[config.mk]
export PLATFORM = sky130hd
export DESIGN_NAME = dbf_halt_monitor
export DESIGN_NICKNAME = d
export VERILOG_FILES = /design/src/rtl/dbf_pkg.sv /design/src/rtl/dbf_window_track.sv /design/src/rtl/dbf_response.sv /design/src/rtl/dbf_halt_monitor.sv
export SDC_FILE = /design/constraint.sdc
export NUM_CORES = 1
export LEC_CHECK = 0
export BUFFER_PORTS_ARGS = -buffer_cell sky130_fd_sc_hd__buf_2
export CELL_PAD_IN_SITES_DETAIL_PLACEMENT = 1
export CELL_PAD_IN_SITES_GLOBAL_PLACEMENT = 1
export CORE_AREA = 2 2 39 41
export DETAILED_ROUTE_END_ITERATION = 8
export DIE_AREA = 0 0 41 43
export GPL_TIMING_DRIVEN = 0
export MAX_ROUTING_LAYER = met4
export PLACE_DENSITY = 0.47
export REMOVE_ABC_BUFFERS = 1
export SETUP_SLACK_MARGIN = 0.02
export SKIP_LAST_GASP = 1
export SYNTH_ARGS = -nofsm -noshare
export SYNTH_HDL_FRONTEND = slang
export SYNTH_SLANG_ARGS = --single-unit
export TNS_END_PERCENT = 30
[constraint.sdc]
create_clock -name clk -period 2.5 [get_ports clk]
set_clock_uncertainty 0.15 [all_clocks]
set_input_delay 0.25 -clock clk [delete_from_list [all_inputs] [get_ports clk]]
set_output_delay 0.25 -clock clk [all_outputs]
set_load 0.1 [all_outputs]
[src/rtl/dbf_pkg.sv]
package dbf_pkg;
   localparam int unsigned DBF_NWIN = 3;
   localparam int unsigned WIN_RST  = 0;
   localparam int unsigned WIN_EXC  = 1;
   localparam int unsigned WIN_RTE  = 2;
   typedef logic [DBF_NWIN-1:0] dbf_win_t;
endpackage

[src/rtl/dbf_window_track.sv]
module dbf_window_track
   import dbf_pkg::*;
(
   input  logic     clk,
   input  logic     rst_n,
   input  logic     exc_start,
   input  logic     first_fetch,
   input  logic     rte_reload,
   input  logic     fault_acc,
   output dbf_win_t win
);
   logic win_rst_q;
   logic win_exc_q;

   always_ff @(posedge clk or negedge rst_n) begin
      if (!rst_n) begin
         win_rst_q <= 1'b1;
         win_exc_q <= 1'b0;
      end else begin
         win_rst_q <= win_rst_q & ~first_fetch & ~fault_acc;
         win_exc_q <= exc_start | (win_exc_q & ~first_fetch & ~fault_acc);
      end
   end

   always_comb begin
      win          = '0;
      win[WIN_RST] = win_rst_q;
      win[WIN_EXC] = win_exc_q;
      win[WIN_RTE] = rte_reload;
   end

   // a fetch with no new exception leaves both fetch-closed windows shut
   p_fetch_closes_r9: assert property (@(posedge clk) disable iff (!rst_n)
      (first_fetch && !exc_start) |=> (!win_rst_q && !win_exc_q));
   // an exception start always opens the exception window
   p_exc_opens_r3: assert property (@(posedge clk) disable iff (!rst_n)
      exc_start |=> win_exc_q);
   // the post-reset window can never reopen without a reset
   p_rst_win_once_r2: assert property (@(posedge clk) disable iff (!rst_n)
      !win_rst_q |=> !win_rst_q);
endmodule

[src/rtl/dbf_response.sv]
module dbf_response
   import dbf_pkg::*;
#(
   parameter int unsigned RST_PULSE_CYC = 1
) (
   input  logic     clk,
   input  logic     rst_n,
   input  logic     mon_en,
   input  logic     bus_err,
   input  dbf_win_t win,
   output logic     fault_acc,
   output logic     halt,
   output logic     rst_req,
   output dbf_win_t fault_src
);
   localparam int unsigned CNT_W = $clog2(RST_PULSE_CYC + 1);

   generate
      if (RST_PULSE_CYC < 1 || RST_PULSE_CYC > 255) begin : g_bad_len
         $error("RST_PULSE_CYC must lie in 1..255");
      end
   endgenerate

   logic     halt_q;
   dbf_win_t src_q;

   assign fault_acc = bus_err & (|win) & ~halt_q & ~rst_req;

   always_ff @(posedge clk or negedge rst_n) begin
      if (!rst_n) begin
         halt_q <= 1'b0;
         src_q  <= '0;
      end else begin
         if (fault_acc && !mon_en) halt_q <= 1'b1;
         if (fault_acc)            src_q  <= src_q | win;
      end
   end

   generate
      if (RST_PULSE_CYC == 1) begin : g_single
         logic req_q;
         always_ff @(posedge clk or negedge rst_n) begin
            if (!rst_n) req_q <= 1'b0;
            else        req_q <= fault_acc & mon_en;
         end
         assign rst_req = req_q;
         // a single-cycle request never lasts two cycles
         p_req_single_r7: assert property (@(posedge clk) disable iff (!rst_n)
            rst_req |=> !rst_req);
      end else begin : g_counted
         logic [CNT_W-1:0] cnt_q;
         always_ff @(posedge clk or negedge rst_n) begin
            if (!rst_n)                  cnt_q <= '0;
            else if (fault_acc && mon_en) cnt_q <= CNT_W'(RST_PULSE_CYC);
            else if (cnt_q != '0)         cnt_q <= cnt_q - 1'b1;
         end
         assign rst_req = (cnt_q != '0);
      end
   endgenerate

   assign halt      = halt_q;
   assign fault_src = src_q;

   // halt holds until reset
   p_halt_sticky_r6: assert property (@(posedge clk) disable iff (!rst_n)
      halt |=> halt);
   // halt only rises after a bus error with the monitor disabled
   p_halt_cause_r6: assert property (@(posedge clk) disable iff (!rst_n)
      $rose(halt) |-> $past(bus_err && !mon_en));
   // enabled monitor answers with a request and no halt
   p_en_requests_r7: assert property (@(posedge clk) disable iff (!rst_n)
      (fault_acc && mon_en) |=> (rst_req && !halt));
   // halt and request never overlap
   p_no_overlap_r8: assert property (@(posedge clk) disable iff (!rst_n)
      !(halt && rst_req));
   // recorded window bits never clear
   p_src_sticky_r10: assert property (@(posedge clk) disable iff (!rst_n)
      ((fault_src & $past(fault_src)) == $past(fault_src)));
endmodule

[src/rtl/dbf_halt_monitor.sv]
module dbf_halt_monitor
   import dbf_pkg::*;
#(
   parameter int unsigned RST_PULSE_CYC = 1
) (
   input  logic       clk,
   input  logic       rst_n,
   input  logic       mon_en,
   input  logic       bus_err,
   input  logic       exc_start,
   input  logic       first_fetch,
   input  logic       rte_reload,
   output logic       halt,
   output logic       mon_rst_req,
   output logic [2:0] fault_src
);
   dbf_win_t win;
   dbf_win_t src;
   logic     fault_acc;

   dbf_window_track u_track (
      .clk         (clk),
      .rst_n       (rst_n),
      .exc_start   (exc_start),
      .first_fetch (first_fetch),
      .rte_reload  (rte_reload),
      .fault_acc   (fault_acc),
      .win         (win)
   );

   dbf_response #(.RST_PULSE_CYC(RST_PULSE_CYC)) u_resp (
      .clk       (clk),
      .rst_n     (rst_n),
      .mon_en    (mon_en),
      .bus_err   (bus_err),
      .win       (win),
      .fault_acc (fault_acc),
      .halt      (halt),
      .rst_req   (mon_rst_req),
      .fault_src (src)
   );

   assign fault_src = src;

   // with no window open a bus error is never accepted
   p_outside_ignored_r5: assert property (@(posedge clk) disable iff (!rst_n)
      (bus_err && win == '0) |=> ($stable(fault_src) && !$rose(halt)));
endmodule

# Yosys cells after proc, flatten, opt, wreduce, memory -nomap -nowiden
# Cells that the tools add are included.
op_classes:
  reduce_logical: 3
  n_bitwise: 14
ops:
  columns: ["cell", "count"]
  rows:
  - ["bitwise AND 1 bit", 8]
  - ["inverter 1 bit", 4]
  - ["bitwise OR 3 bit", 1]
  - ["OR reduction 3 bit", 1]
  - ["logical AND 1 bit", 1]
  - ["zero test 1 bit", 1]
  - ["bitwise OR 1 bit", 1]
totals:
  ff_bits: 7
  out_inout_bits: 5

# Depth between registers and ports, before layout
# Gate-level depths: netlist (run 1).
logic_depth:
  depth_word: 7
  depth_mapped: 2

# Cells and area by module
# From an unflattened synthesis (run 1), not the netlist that was laid out.
unflattened:
  cells_unflattened: 23
  area_unflattened_um2: 302.8
by_module_without_submodules:
  columns: ["mod", "n_inst", "seq_area_each_um2", "area_each_um2", "cells_per_inst"]
  rows:
  - ["dbf_response", 1, 125.1, 211.5, 15]
  - ["dbf_window_track", 1, 51.3, 91.3, 8]

# Least setup slack after synthesis (run 1)
# OpenSTA, ideal clock, no wires.
synth_timing:
  path_kind: "reg2reg"
  from: "reg u_resp.halt_q, in the netlist u_resp.halt"
  to: "reg u_resp.src_q[0], in the netlist u_resp.fault_src[0]"
  path_stages_with_launch: 3
  path_buffers: 0
  path_slack_ps: 918
  period_less_slack_ps: 1582
  t_arrival_ps: 1311
  path_cell_list: "dfrtp_1 > nor3b_4 > a21o_2"
synth_via:
  elab_chain_len: 3
synth_rtl:
  columns: ["element", "line_no", "text"]
  rows:
  - ["from (decl)", "dbf_response.sv:24", "logic halt_q;"]
  - ["from (signal assigned)", "dbf_response.sv:31", "halt_q <= 1'b0;"]
  - ["from (signal assigned)", "dbf_response.sv:34", "if (fault_acc && !mon_en) halt_q <= 1'b1;"]
  - ["inverter 1 bit", "dbf_response.sv:27", "assign fault_acc = bus_err & (|win) & ~halt_q & ~rst_req;"]
  - ["bitwise AND 1 bit (2 in series)", "dbf_response.sv:27", null]
  - ["to (signal assigned)", "dbf_response.sv:35", "if (fault_acc) src_q <= src_q | win;"]
  - ["to (decl)", "dbf_response.sv:25", "dbf_win_t src_q;"]
# No other way between the ends.
# A chain may end at the register's enable or synchronous reset.

# Worst setup path after layout (run 1)
layout_timing:
  from: "reg u_resp.g_single.req_q, in the netlist u_resp.rst_req"
  to: "out mon_rst_req"
layout_lines:
  columns: ["element", "line_no", "text"]
  rows:
  - ["from (decl)", "dbf_response.sv:41", "logic req_q;"]
  - ["from (signal assigned)", "dbf_response.sv:44", "else req_q <= fault_acc & mon_en;"]
  - ["to (decl)", "dbf_halt_monitor.sv:14", "output logic mon_rst_req,"]
# No word-level cell between the ends.

==> flow_summary.rst, run 1 <==
.. list-table::
   :header-rows: 1

   * - Metric
     - Value
   * - Status
     - finished clean
   * - CP cell instances
     - buf_2
   * - CP required
     - 2.10 ns
   * - Number of DRC violations after detailed routing
     - 0
   * - Number of different library cells in the post-synthesis netlist
     - 11
   * - Starting utilization of the core area
     - 19.7%
   * - Diode count
     - 0
   * - Vertical die dimension
     - 43 microns
   * - Final core utilization
     - 28.5%
   * - Buffer type at the clock tree root
     - sky130_fd_sc_hd__clkbuf_4
   * - Mux contribution to synthesized area
     - 0%
   * - GR Util All Layers
     - 8.62%
   * - Number of antenna violations at the first check in global routing
     - 0
   * - Synthesized-area fraction occupied by adder cells
     - 0%
   * - Max-cap violation count
     - 0
   * - Cells taking the most area after synthesis
     - sky130_fd_sc_hd__dfrtp_1 (55%), sky130_fd_sc_hd__dfstp_2 (9.6%), sky130_fd_sc_hd__a21o_2 (9.6%)
   * - Vias per cell
     - 4.12
   * - TritonCTS clock tree
     - done
   * - I/O pin cnt
     - 12
   * - Post-route minimum period
     - 1.51 ns
   * - Leading cell types in the layout, fill and taps excluded
     - sky130_fd_sc_hd__buf_2 (11), sky130_fd_sc_hd__dfrtp_1 (6), sky130_fd_sc_hd__a21o_2 (3), sky130_fd_sc_hd__clkbuf_4 (3)
   * - Relative slew margins
     - 67.9%
   * - Wire length of the first global-routing pass
     - 890 microns
   * - Level count of the clock H-tree
     - 1
   * - Final hold slack
     - 0.0399 ns
   * - Crit share post-route
     - 60.6%
   * - Length of routed met3 wiring
     - 69 microns
   * - Iteration-0 DRC Markers
     - 0
   * - Post-synth top area share
     - 55.0%
   * - Synth Instances
     - 19
   * - Arrival time of data at the critical path endpoint
     - 1.11 ns
   * - Pre-CTS worst setup slack
     - 1.25 ns
   * - Clock tree sinks
     - 7
   * - Warnings, synthesis
     - 0
   * - Routed length per instance
     - 10.7 microns
   * - Max-slew violations
     - 0
   * - Cell at the slowest stage of the critical path
     - sky130_fd_sc_hd__buf_2
   * - TritonCTS Buffers
     - 3
   * - Die area
     - 0.00176 sq mm
   * - Largest family of logic cells by synthesized area
     - simple AND/OR/NAND/NOR gates
   * - Width of the die
     - 41 microns
   * - Setup repair bufs after CTS
     - 0
   * - Final global-route overflow total
     - 0
   * - Number of buffers inserted by port buffering
     - 11
   * - Sequential cell area fraction in the yosys report
     - 64.7%
   * - Synthesis-to-layout area growth
     - 44.5%
   * - Final total power
     - 240 uW
   * - WL final
     - 557 microns
   * - Routability congestion estimate
     - 0.660
   * - Highest cell delay on the worst timing path
     - 0.45 ns
   * - Fmax
     - 660 MHz
   * - Most frequent standard cell in the layout excluding fill and tap cells
     - sky130_fd_sc_hd__buf_2
   * - Setup repair after global routing missed its margin
     - no
   * - Area fraction in compound gates after synthesis
     - 15.6%
   * - Worst supply voltage drop on vdd
     - 0.194 mV
   * - Top cell family by delay on the critical path
     - buffers and inverters
   * - Crit. End Element
     - primary output
   * - Critical path class
     - flip-flop to primary output
   * - Sum Neg Setup Slack
     - 0 ns
   * - Clk_lat worst skew
     - 0.25 ns
   * - Number of global-route vias before repair
     - 227
   * - Clk slew on worst S/H paths
     - 0.05 ns
   * - Filler cell count
     - 169
   * - Buffering stage count on the worst path with inverters included
     - 1
   * - Worst hold-check path type
     - primary input to flip-flop
   * - Cell taking the most area after synthesis
     - sky130_fd_sc_hd__dfrtp_1
   * - # rows
     - 14
   * - Simple logic cell fraction of the synthesized area
     - 17.0%
   * - Transition time of the tightest slew-check pin
     - 0.486 ns
   * - Remaining number of nets flagged by the antenna check after routing
     - 0
   * - Vias
     - 214
   * - Syn_area_per_cell
     - 14.4 sq um
   * - Core Area
     - 0.00138 sq mm
   * - Clock tree buffer depth
     - 2
   * - Xor and xnor area share after synthesis
     - 0%
   * - FF+latch count, synth
     - 7
   * - Leak Pwr
     - 0.214 nW
   * - Final-report hold violation count
     - 0
   * - Largest net degree at the start of global routing
     - 8
   * - Mapped cell area
     - 273 sq um
   * - Highest routing layer actually used
     - met4
   * - Met2 routed WL
     - 237 microns
   * - Number of search-and-repair iterations in the first detailed-routing pass
     - 1
   * - Fraction of final layout cells with drive strength greater than 1
     - 52.8%
   * - Final-stage net count
     - 44
   * - Critical path launch point type
     - flip-flop
   * - Worst-path maximum fanout
     - 3
   * - Post-layout worst setup margin
     - 0.986 ns
   * - Ratio of total power to cell area
     - 610 mW/mm^2
   * - Endpoints failing setup
     - 0
   * - Wire length on met1
     - 227 microns
-- area by class of cell --
| class | instances | area, sq um | area share (%) |
|---|---|---|---|
| sequential | 7 | 176 | 44.8 |
| multi-input combinational | 10 | 88.8 | 22.5 |
| timing repair buffer | 13 | 75.1 | 19.0 |
| clock buffer | 4 | 26.3 | 6.67 |
| tap | 16 | 20.0 | 5.08 |
| inverter | 2 | 7.51 | 1.90 |
-- flip-flops by register name, indices dropped and copies added (netlist names) --
signal / flops
u_resp.rst_req: 1
u_track.win_rst_q: 1
u_resp.halt: 1
u_track.win_exc_q: 1
u_resp.fault_src: 3
-- cells by family after synthesis --
kind of cell           after synthesis
AO/OA/AOI/OAI                        5
flip-flops                           7
AND/OR/NAND/NOR                      5
buffers and inverters                2
-- layer usage --
layer / track usage, % / vias to the layer above
li1: - / 100
met1: 8.94 / 101
met2: 10.9 / 11
met3: 4.71 / 2
met4: 8.00 / 0
met5: - / -
-- cell usage after synthesis --
| cell type | count |
|---|---|
| sky130_fd_sc_hd__dfrtp_1 | 6 |
| sky130_fd_sc_hd__nor3b_4 | 1 |
| sky130_fd_sc_hd__nor3_1 | 1 |
| sky130_fd_sc_hd__o21bai_1 | 1 |
| sky130_fd_sc_hd__o41ai_1 | 1 |
| sky130_fd_sc_hd__dfstp_2 | 1 |
| sky130_fd_sc_hd__nor3b_1 | 1 |
| sky130_fd_sc_hd__nand2b_1 | 1 |
| sky130_fd_sc_hd__a21o_2 | 3 |
| sky130_fd_sc_hd__and3b_1 | 1 |
| sky130_fd_sc_hd__inv_1 | 2 |
-- power breakdown --
group / internal [mW] / switching, mW / total (mW) / leakage (nW)
Combinational: 0.00863 / 0.0119 / 0.0205 / 0.114
Clock: 0.0609 / 0.0420 / 0.103 / 0.0150
Sequential: 0.116 / 0.00145 / 0.117 / 0.0846
Total: 0.185 / 0.0553 / 0.240 / 0.214
-- timing repair --
action | CTS | global route
hold buffers | 2 | 0
resized for setup | 0 | 0
hold endpoints to repair | 8 | 0
-- per-stage QoR --
| step | std cells | cell area [sq um] |
|---|---|---|
| after floorplan | 19 | 273 |
| after global placement | 46 | 348 |
| after detailed placement | 46 | 348 |
| after CTS | 52 | 394 |
| after global routing | 52 | 394 |
| final | 52 | 394 |
-- worst paths after layout --
check                           cells after the start  slack (ns)                   to                 from
worst max-delay path                                1        0.99          mon_rst_req       u_resp.rst_req
worst min-delay path                                2        0.04          u_resp.halt               mon_en
worst max register to register                      2        1.36       u_resp.rst_req          u_resp.halt
worst min register to register                      1        0.30  u_resp.fault_src[1]  u_resp.fault_src[1]
max in group asynchronous                           2        1.76    u_track.win_rst_q                rst_n
min in group asynchronous                           2        0.21       u_resp.rst_req                rst_n
Power figures use the tool's default switching activity.
==> inputs of run 2 (changes only) <==
==> constraint.sdc (replaced) <==
create_clock -name clk -period 1.5 [get_ports clk]
set_clock_uncertainty 0.15 [all_clocks]
set_input_delay 0.15 -clock clk [delete_from_list [all_inputs] [get_ports clk]]
set_output_delay 0.15 -clock clk [all_outputs]
set_load 0.1 [all_outputs]
==> run 2 against run 1 <==
  * Critical endpoint unchanged
  * Count of clock-buffer cells in the layout unchanged
  * Core utilization up 2.9 points
  * Largest cell class unchanged
  * Non-clock buffer count up 4
==> flow_summary.rst, run 2 (synthesis results as in run 1) <==
.. list-table::
   :header-rows: 1

   * - Metric
     - Value
   * - Non-filler instance count after layout
     - 56 (+7.7%)
   * - Arrival time of data at the critical path endpoint
     - 1.12 ns (about the same)
   * - Final-stage net count
     - 48 (+9.1%)
   * - Reg-to-reg startpoint
     - u_resp.halt
   * - Wire length of the first global-routing pass
     - 917 microns (+3.0%)
   * - CP cell instances
     - buf_2
   * - Clock tree sinks
     - 7 (unchanged)
   * - Top cell family by delay on the critical path
     - buffers and inverters
   * - Worst hold-check path type
     - primary input to async pin
   * - Most frequent standard cell in the layout excluding fill and tap cells
     - sky130_fd_sc_hd__buf_2
   * - Fraction of final layout cells with drive strength greater than 1
     - 47.5% (-5.3 points)
   * - Critical path class
     - flip-flop to primary output
   * - Setup repair after global routing missed its margin
     - no
   * - Area of placed instances
     - 348 sq um (unchanged)
   * - Max-slew violations
     - 0 (unchanged)
   * - Crit share post-route
     - 94.6%
   * - Number of cells on the worst reg-to-reg path
     - 2 (unchanged)
   * - Synthesis-to-layout area growth
     - 59.2%
   * - End of the worst register-to-register path
     - u_resp.rst_req
   * - Leading cell types in the layout, fill and taps excluded
     - sky130_fd_sc_hd__buf_2 (11), sky130_fd_sc_hd__dlygate4sd3_1 (6), sky130_fd_sc_hd__dfrtp_1 (6)
   * - # rows
     - 14 (unchanged)
   * - Cell at the slowest stage of the critical path
     - sky130_fd_sc_hd__buf_2
   * - Worst R2R Setup Slack
     - 0.36 ns (-1.00 ns)
   * - Remaining number of nets flagged by the antenna check after routing
     - 0 (unchanged)
   * - Leak Pwr
     - 0.231 nW (+7.8%)
   * - TritonCTS clock tree
     - done
   * - Endpoints failing setup
     - 0 (unchanged)
   * - Largest net degree at the start of global routing
     - 8 (unchanged)
   * - Fmax
     - 704 MHz
   * - Final-report hold violation count
     - 0 (unchanged)
   * - Status
     - finished clean
   * - Level count of the clock H-tree
     - 1 (unchanged)
   * - Setup repair bufs after CTS
     - 0 (unchanged)
   * - Number of gates given a new drive strength after cts
     - 0 (unchanged)
   * - Starting utilization of the core area
     - 19.7% (unchanged)
   * - Routed length per instance
     - 10.3 microns (-4.3%)
   * - Number of DRC violations after detailed routing
     - 0 (unchanged)
   * - I/O pin cnt
     - 12 (unchanged)
   * - Flip-flop count of the largest register after layout
     - 3 (unchanged)
   * - Final design instance area without fill
     - 434 sq um (+10%)
   * - Routability congestion estimate
     - 0.660 (unchanged)
   * - TritonCTS Buffers
     - 3 (unchanged)
   * - Clock tree buffer depth
     - 2 (unchanged)
   * - Max-cap violation count
     - 0 (unchanged)
   * - Buffer type at the clock tree root
     - sky130_fd_sc_hd__clkbuf_4
   * - Worst supply voltage drop on vdd
     - 0.323 mV (+67%)
   * - Buffering stage count on the worst path with inverters included
     - 1 (unchanged)
   * - CP required
     - 1.20 ns (-0.90 ns)
   * - Ratio of total power to cell area
     - 942 mW/mm^2 (+54%)
   * - Post-route minimum period
     - 1.42 ns
   * - Vertical die dimension
     - 43 microns (unchanged)
   * - Highest cell delay on the worst timing path
     - 0.46 ns (about the same)
   * - Clk_lat worst skew
     - 0.25 ns (about the same)
   * - Diode count
     - 0 (unchanged)
   * - Number of antenna violations at the first check in global routing
     - 0 (unchanged)
   * - Quantity of hold-fixing buffers added after cts
     - 6 (+4)
   * - Critical path launch point type
     - flip-flop
   * - Die area
     - 0.00176 sq mm (unchanged)
   * - Iteration-0 DRC Markers
     - 0 (unchanged)
   * - GR Util All Layers
     - 8.72% (+0.10 points)
   * - Total placed cells including tap cells
     - 46 (unchanged)
   * - WL final
     - 574 microns (+3.1%)
   * - Final total power
     - 409 uW (+70%)
   * - Pre-CTS worst setup slack
     - 0.345 ns (-0.901 ns)
   * - Width of the die
     - 41 microns (unchanged)
   * - Number of global-route vias before repair
     - 233 (+2.6%)
   * - Vias
     - 225 (+5.1%)
   * - Post-layout worst setup margin
     - 0.0804 ns (-0.905 ns)
   * - Core Area
     - 0.00138 sq mm (unchanged)
   * - Final hold slack
     - 0.109 ns (+0.0689 ns)
   * - Relative slew margins
     - 67.8% (about the same)
   * - Number of search-and-repair iterations in the first detailed-routing pass
     - 1 (unchanged)
   * - Clk slew on worst S/H paths
     - 0.05 ns (about the same)
   * - Vias per cell
     - 4.02 (-2.4%)
   * - Number of buffers inserted by port buffering
     - 11 (unchanged)
   * - Sum Neg Setup Slack
     - 0 ns (unchanged)
   * - Worst-path maximum fanout
     - 3 (unchanged)
   * - Final core utilization
     - 31.4% (+2.9 points)
   * - Final global-route overflow total
     - 0 (unchanged)
   * - Crit. End Element
     - primary output
   * - Transition time of the tightest slew-check pin
     - 0.486 ns (+0.000798 ns)
==> run 2: cell types whose count changed in the layout (fill, tap and decap cells not counted), sizes merged <==
cell         delta
dlygate4sd3     +4
==> run 2: layout make-up <==
class	count	area [sq um]
timing repair buffer	17	115
tap	16	20.0
sequential	7	176
multi-input combinational	10	88.8
clock buffer	4	26.3
fill	166	950
inverter	2	7.51
==> run 2: where the power goes <==
group          switching, mW  internal [mW]
Clock                 0.0702          0.102
Sequential           0.00241          0.193
Combinational         0.0210         0.0211
==> run 2: worst max path at each step <==
| stage | start | end | slack [ns] | depth (start not counted) |
|---|---|---|---|---|
| floorplan | u_resp.halt | u_resp.fault_src[0] | -0.08 | 2 |
| global placement | u_resp.halt | u_resp.rst_req | 0.36 | 2 |
| detailed placement | u_resp.halt | u_resp.rst_req | 0.35 | 2 |
| CTS | u_resp.rst_req | mon_rst_req | 0.07 | 1 |
| global route | u_resp.rst_req | mon_rst_req | 0.03 | 1 |
| finish | u_resp.rst_req | mon_rst_req | 0.08 | 1 |
==> run 2: worst register-to-register path, delay by kind of cell (launching register included) <==
family | cells | cell delay, ns
AND/OR/NAND/NOR | 2 | 0.52
flip-flops | 1 | 0.41
==> run 2: metal layers <==
metal	wire, microns	GRT usage (%)
met5	0	-
met4	21	8.00
met2	243	11.6
met1	246	8.61
met3	62	4.71
==> inputs of run 3 (changes only) <==
--- a/config.mk
+++ b/config.mk
@@ -6,14 +6,12 @@
 export NUM_CORES = 1
 export LEC_CHECK = 0
 export BUFFER_PORTS_ARGS = -buffer_cell sky130_fd_sc_hd__buf_2
-export CELL_PAD_IN_SITES_DETAIL_PLACEMENT = 1
-export CELL_PAD_IN_SITES_GLOBAL_PLACEMENT = 1
 export CORE_AREA = 2 2 39 41
 export DETAILED_ROUTE_END_ITERATION = 8
 export DIE_AREA = 0 0 41 43
 export GPL_TIMING_DRIVEN = 0
 export MAX_ROUTING_LAYER = met4
-export PLACE_DENSITY = 0.47
+export PLACE_DENSITY = 0.38
 export REMOVE_ABC_BUFFERS = 1
 export SETUP_SLACK_MARGIN = 0.02
 export SKIP_LAST_GASP = 1
==> run 3 against run 2 <==
  * Final area decreased by 2.3%
  * Fmax increased by 0.83%
  * Global-route usage increased by 0.19 points
  * Critical endpoint is now halt
  * Largest cell class unchanged
==> flow_summary.rst, run 3 (synthesis results as in run 1) <==
.. list-table::
   :header-rows: 1

   * - Metric
     - Value
   * - Most frequent standard cell in the layout excluding fill and tap cells
     - sky130_fd_sc_hd__buf_2
   * - Top cell family by delay on the critical path
     - buffers and inverters
   * - Remaining number of nets flagged by the antenna check after routing
     - 0 (unchanged)
   * - Final-stage net count
     - 47 (-2.1%)
   * - Leading cell types in the layout, fill and taps excluded
     - sky130_fd_sc_hd__buf_2 (11), sky130_fd_sc_hd__dfrtp_1 (6), sky130_fd_sc_hd__dlygate4sd3_1 (5)
   * - Clock tree buffer depth
     - 2 (unchanged)
   * - Total net switching power
     - 89.6 uW (-4.4%)
   * - TritonCTS clock tree
     - done
   * - Highest cell delay on the worst timing path
     - 0.45 ns (about the same)
   * - Synthesis-to-layout area growth
     - 55.5%
   * - Wire length of the first global-routing pass
     - 924 microns (+0.76%)
   * - Filler cell count
     - 144 (-13%)
   * - Number of DRC violations after detailed routing
     - 0 (unchanged)
   * - Ratio of total power to cell area
     - 950 mW/mm^2 (+0.85%)
   * - Relative slew margins
     - 67.9% (+0.12 points)
   * - Switching part of the total power
     - 22.2% (-0.67 points)
   * - Portion of total power attributed to sequential cells
     - 48.4% (+0.7 points)
   * - Clk_lat worst skew
     - 0.24 ns (about the same)
   * - Critical path launch point type
     - flip-flop
   * - GR Util All Layers
     - 8.91% (+0.19 points)
   * - Fraction of final layout cells with drive strength greater than 1
     - 48.7% (+1.2 points)
   * - Fmax
     - 710 MHz (+0.83%)
   * - Setup repair bufs after CTS
     - 0 (unchanged)
   * - Clk slew on worst S/H paths
     - 0.05 ns (about the same)
   * - Width of the die
     - 41 microns (unchanged)
   * - Cell at the slowest stage of the critical path
     - sky130_fd_sc_hd__buf_2
   * - Leak Pwr
     - 0.226 nW (-1.8%)
   * - Max-cap violation count
     - 0 (unchanged)
   * - Starting utilization of the core area
     - 19.7% (unchanged)
   * - Total placed cells including tap cells
     - 46 (unchanged)
   * - Buffer type at the clock tree root
     - sky130_fd_sc_hd__clkbuf_4
   * - WL final
     - 589 microns (+2.6%)
   * - Worst-path maximum fanout
     - 3 (unchanged)
   * - Vias
     - 220 (-2.2%)
   * - Non-filler instance count after layout
     - 55 (-1.8%)
   * - Worst hold-check path type
     - primary input to flip-flop
   * - Final global-route overflow total
     - 0 (unchanged)
   * - Post-route minimum period
     - 1.41 ns (-0.0117 ns)
   * - Max-slew violations
     - 0 (unchanged)
   * - TritonCTS Buffers
     - 3 (unchanged)
   * - Crit share post-route
     - 93.9% (-0.78 points)
   * - Endpoints failing setup
     - 0 (unchanged)
   * - Flip-flop count of the largest register after layout
     - 3 (unchanged)
   * - Comb pwr share
     - 10.2% (about the same)
   * - Critical path class
     - flip-flop to primary output
   * - Die area
     - 0.00176 sq mm (unchanged)
   * - CP cell instances
     - buf_2
   * - Final hold slack
     - 0.0186 ns (-0.0901 ns)
   * - Transition time of the tightest slew-check pin
     - 0.485 ns (-0.00174 ns)
   * - Level count of the clock H-tree
     - 1 (unchanged)
   * - Final-report hold violation count
     - 0 (unchanged)
   * - Largest net degree at the start of global routing
     - 8 (unchanged)
   * - Vertical die dimension
     - 43 microns (unchanged)
   * - Clock tree sinks
     - 7 (unchanged)
   * - I/O pin cnt
     - 12 (unchanged)
   * - Number of antenna violations at the first check in global routing
     - 0 (unchanged)
   * - Internal power consumption
     - 313 uW (-0.62%)
   * - Buffering stage count on the worst path with inverters included
     - 1 (unchanged)
   * - Diode count
     - 0 (unchanged)
   * - Crit. End Element
     - primary output
   * - CP required
     - 1.20 ns (about the same)
   * - Number of buffers inserted by port buffering
     - 11 (unchanged)
   * - Core Area
     - 0.00138 sq mm (unchanged)
   * - # rows
     - 14 (unchanged)
   * - Detailed placement HPWL
     - 428 microns
   * - Setup repair after global routing missed its margin
     - no
   * - Arrival time of data at the critical path endpoint
     - 1.11 ns (about the same)
   * - Number of global-route vias before repair
     - 239 (+2.6%)
   * - Status
     - finished clean
   * - Vias per cell
     - 4.00 (-0.44%)
   * - Clock network power share
     - 41.5% (-0.5 points)
   * - Routed length per instance
     - 10.7 microns (+4.5%)
   * - Worst R2R Setup Slack
     - 0.33 ns (-0.03 ns)
   * - Number of search-and-repair iterations in the first detailed-routing pass
     - 3 (+2)
   * - Worst supply voltage drop on vdd
     - 0.290 mV (-10%)
   * - Routability congestion estimate
     - 0.637 (-3.4%)
   * - Iteration-0 DRC Markers
     - 3 (+3)
[run 3: changes by cell type in the layout (fill, tap and decap cells not counted), sizes merged]
| cell | delta |
|---|---|
| dlygate4sd3 | -1 |
[run 3: layout make-up]
class | count | area (sq um) | share of cell area, %
Sequential cell | 7 | 176 | 41.6
Tap cell | 16 | 20.0 | 4.72
Timing Repair Buffer | 16 | 105 | 24.8
Inverter | 2 | 7.51 | 1.77
Clock buffer | 4 | 26.3 | 6.19
Multi-Input combinational cell | 10 | 88.8 | 20.9
[run 3: power by group through the flow]
| stage | Clock (mW) | Sequential (mW) | Combinational [mW] |
|---|---|---|---|
| 6_report | 0.167 | 0.195 | 0.0410 |
| 5_1_grt | 0.188 | 0.195 | 0.0453 |
| 4_1_cts | 0.177 | 0.195 | 0.0414 |
| 3_5_place_dp | 0 | 0.198 | 0.0314 |
| 3_3_place_gp | 0 | 0.198 | 0.0305 |
| 2_1_floorplan | 0 | 0.208 | 0.00631 |
[run 3: repair_timing]
action / CTS / global route
resized for setup: 0 / 0
endpoints found under the hold margin: 11 / 0
hold buffers: 5 / 0
[run 3: layer usage]
metal	global-route usage [%]	routed length, microns
met5	-	0
met2	11.6	252
met1	9.21	278
met3	3.14	57
met4	10.0	0
[run 3: per-stage QoR]
step | cell area, sq um | utilization, % | setup TNS [ns] | worst slack [ns] | power (mW)
after detailed placement | 348 | 25.1 | 0 | 0.338 | 0.229
after global routing | 424 | 30.7 | 0 | 0.0434 | 0.428
after global placement | 348 | 25.1 | 0 | 0.365 | 0.228
after CTS | 424 | 30.7 | 0 | 0.0808 | 0.413
after floorplan | 273 | - | -0.297 | -0.0817 | 0.214
final | 424 | 30.7 | 0 | 0.0921 | 0.403
[run 3: final timing paths]
check,from,endpoint,depth (start not counted)
min,bus_err,u_resp.halt,3
min reg2reg,u_resp.fault_src[2],u_resp.fault_src[2],1
min in group asynchronous,rst_n,u_resp.halt,2
max in group asynchronous,rst_n,u_track.win_rst_q,2
max,u_resp.halt,halt,1
max reg2reg,u_resp.halt,u_resp.rst_req,2
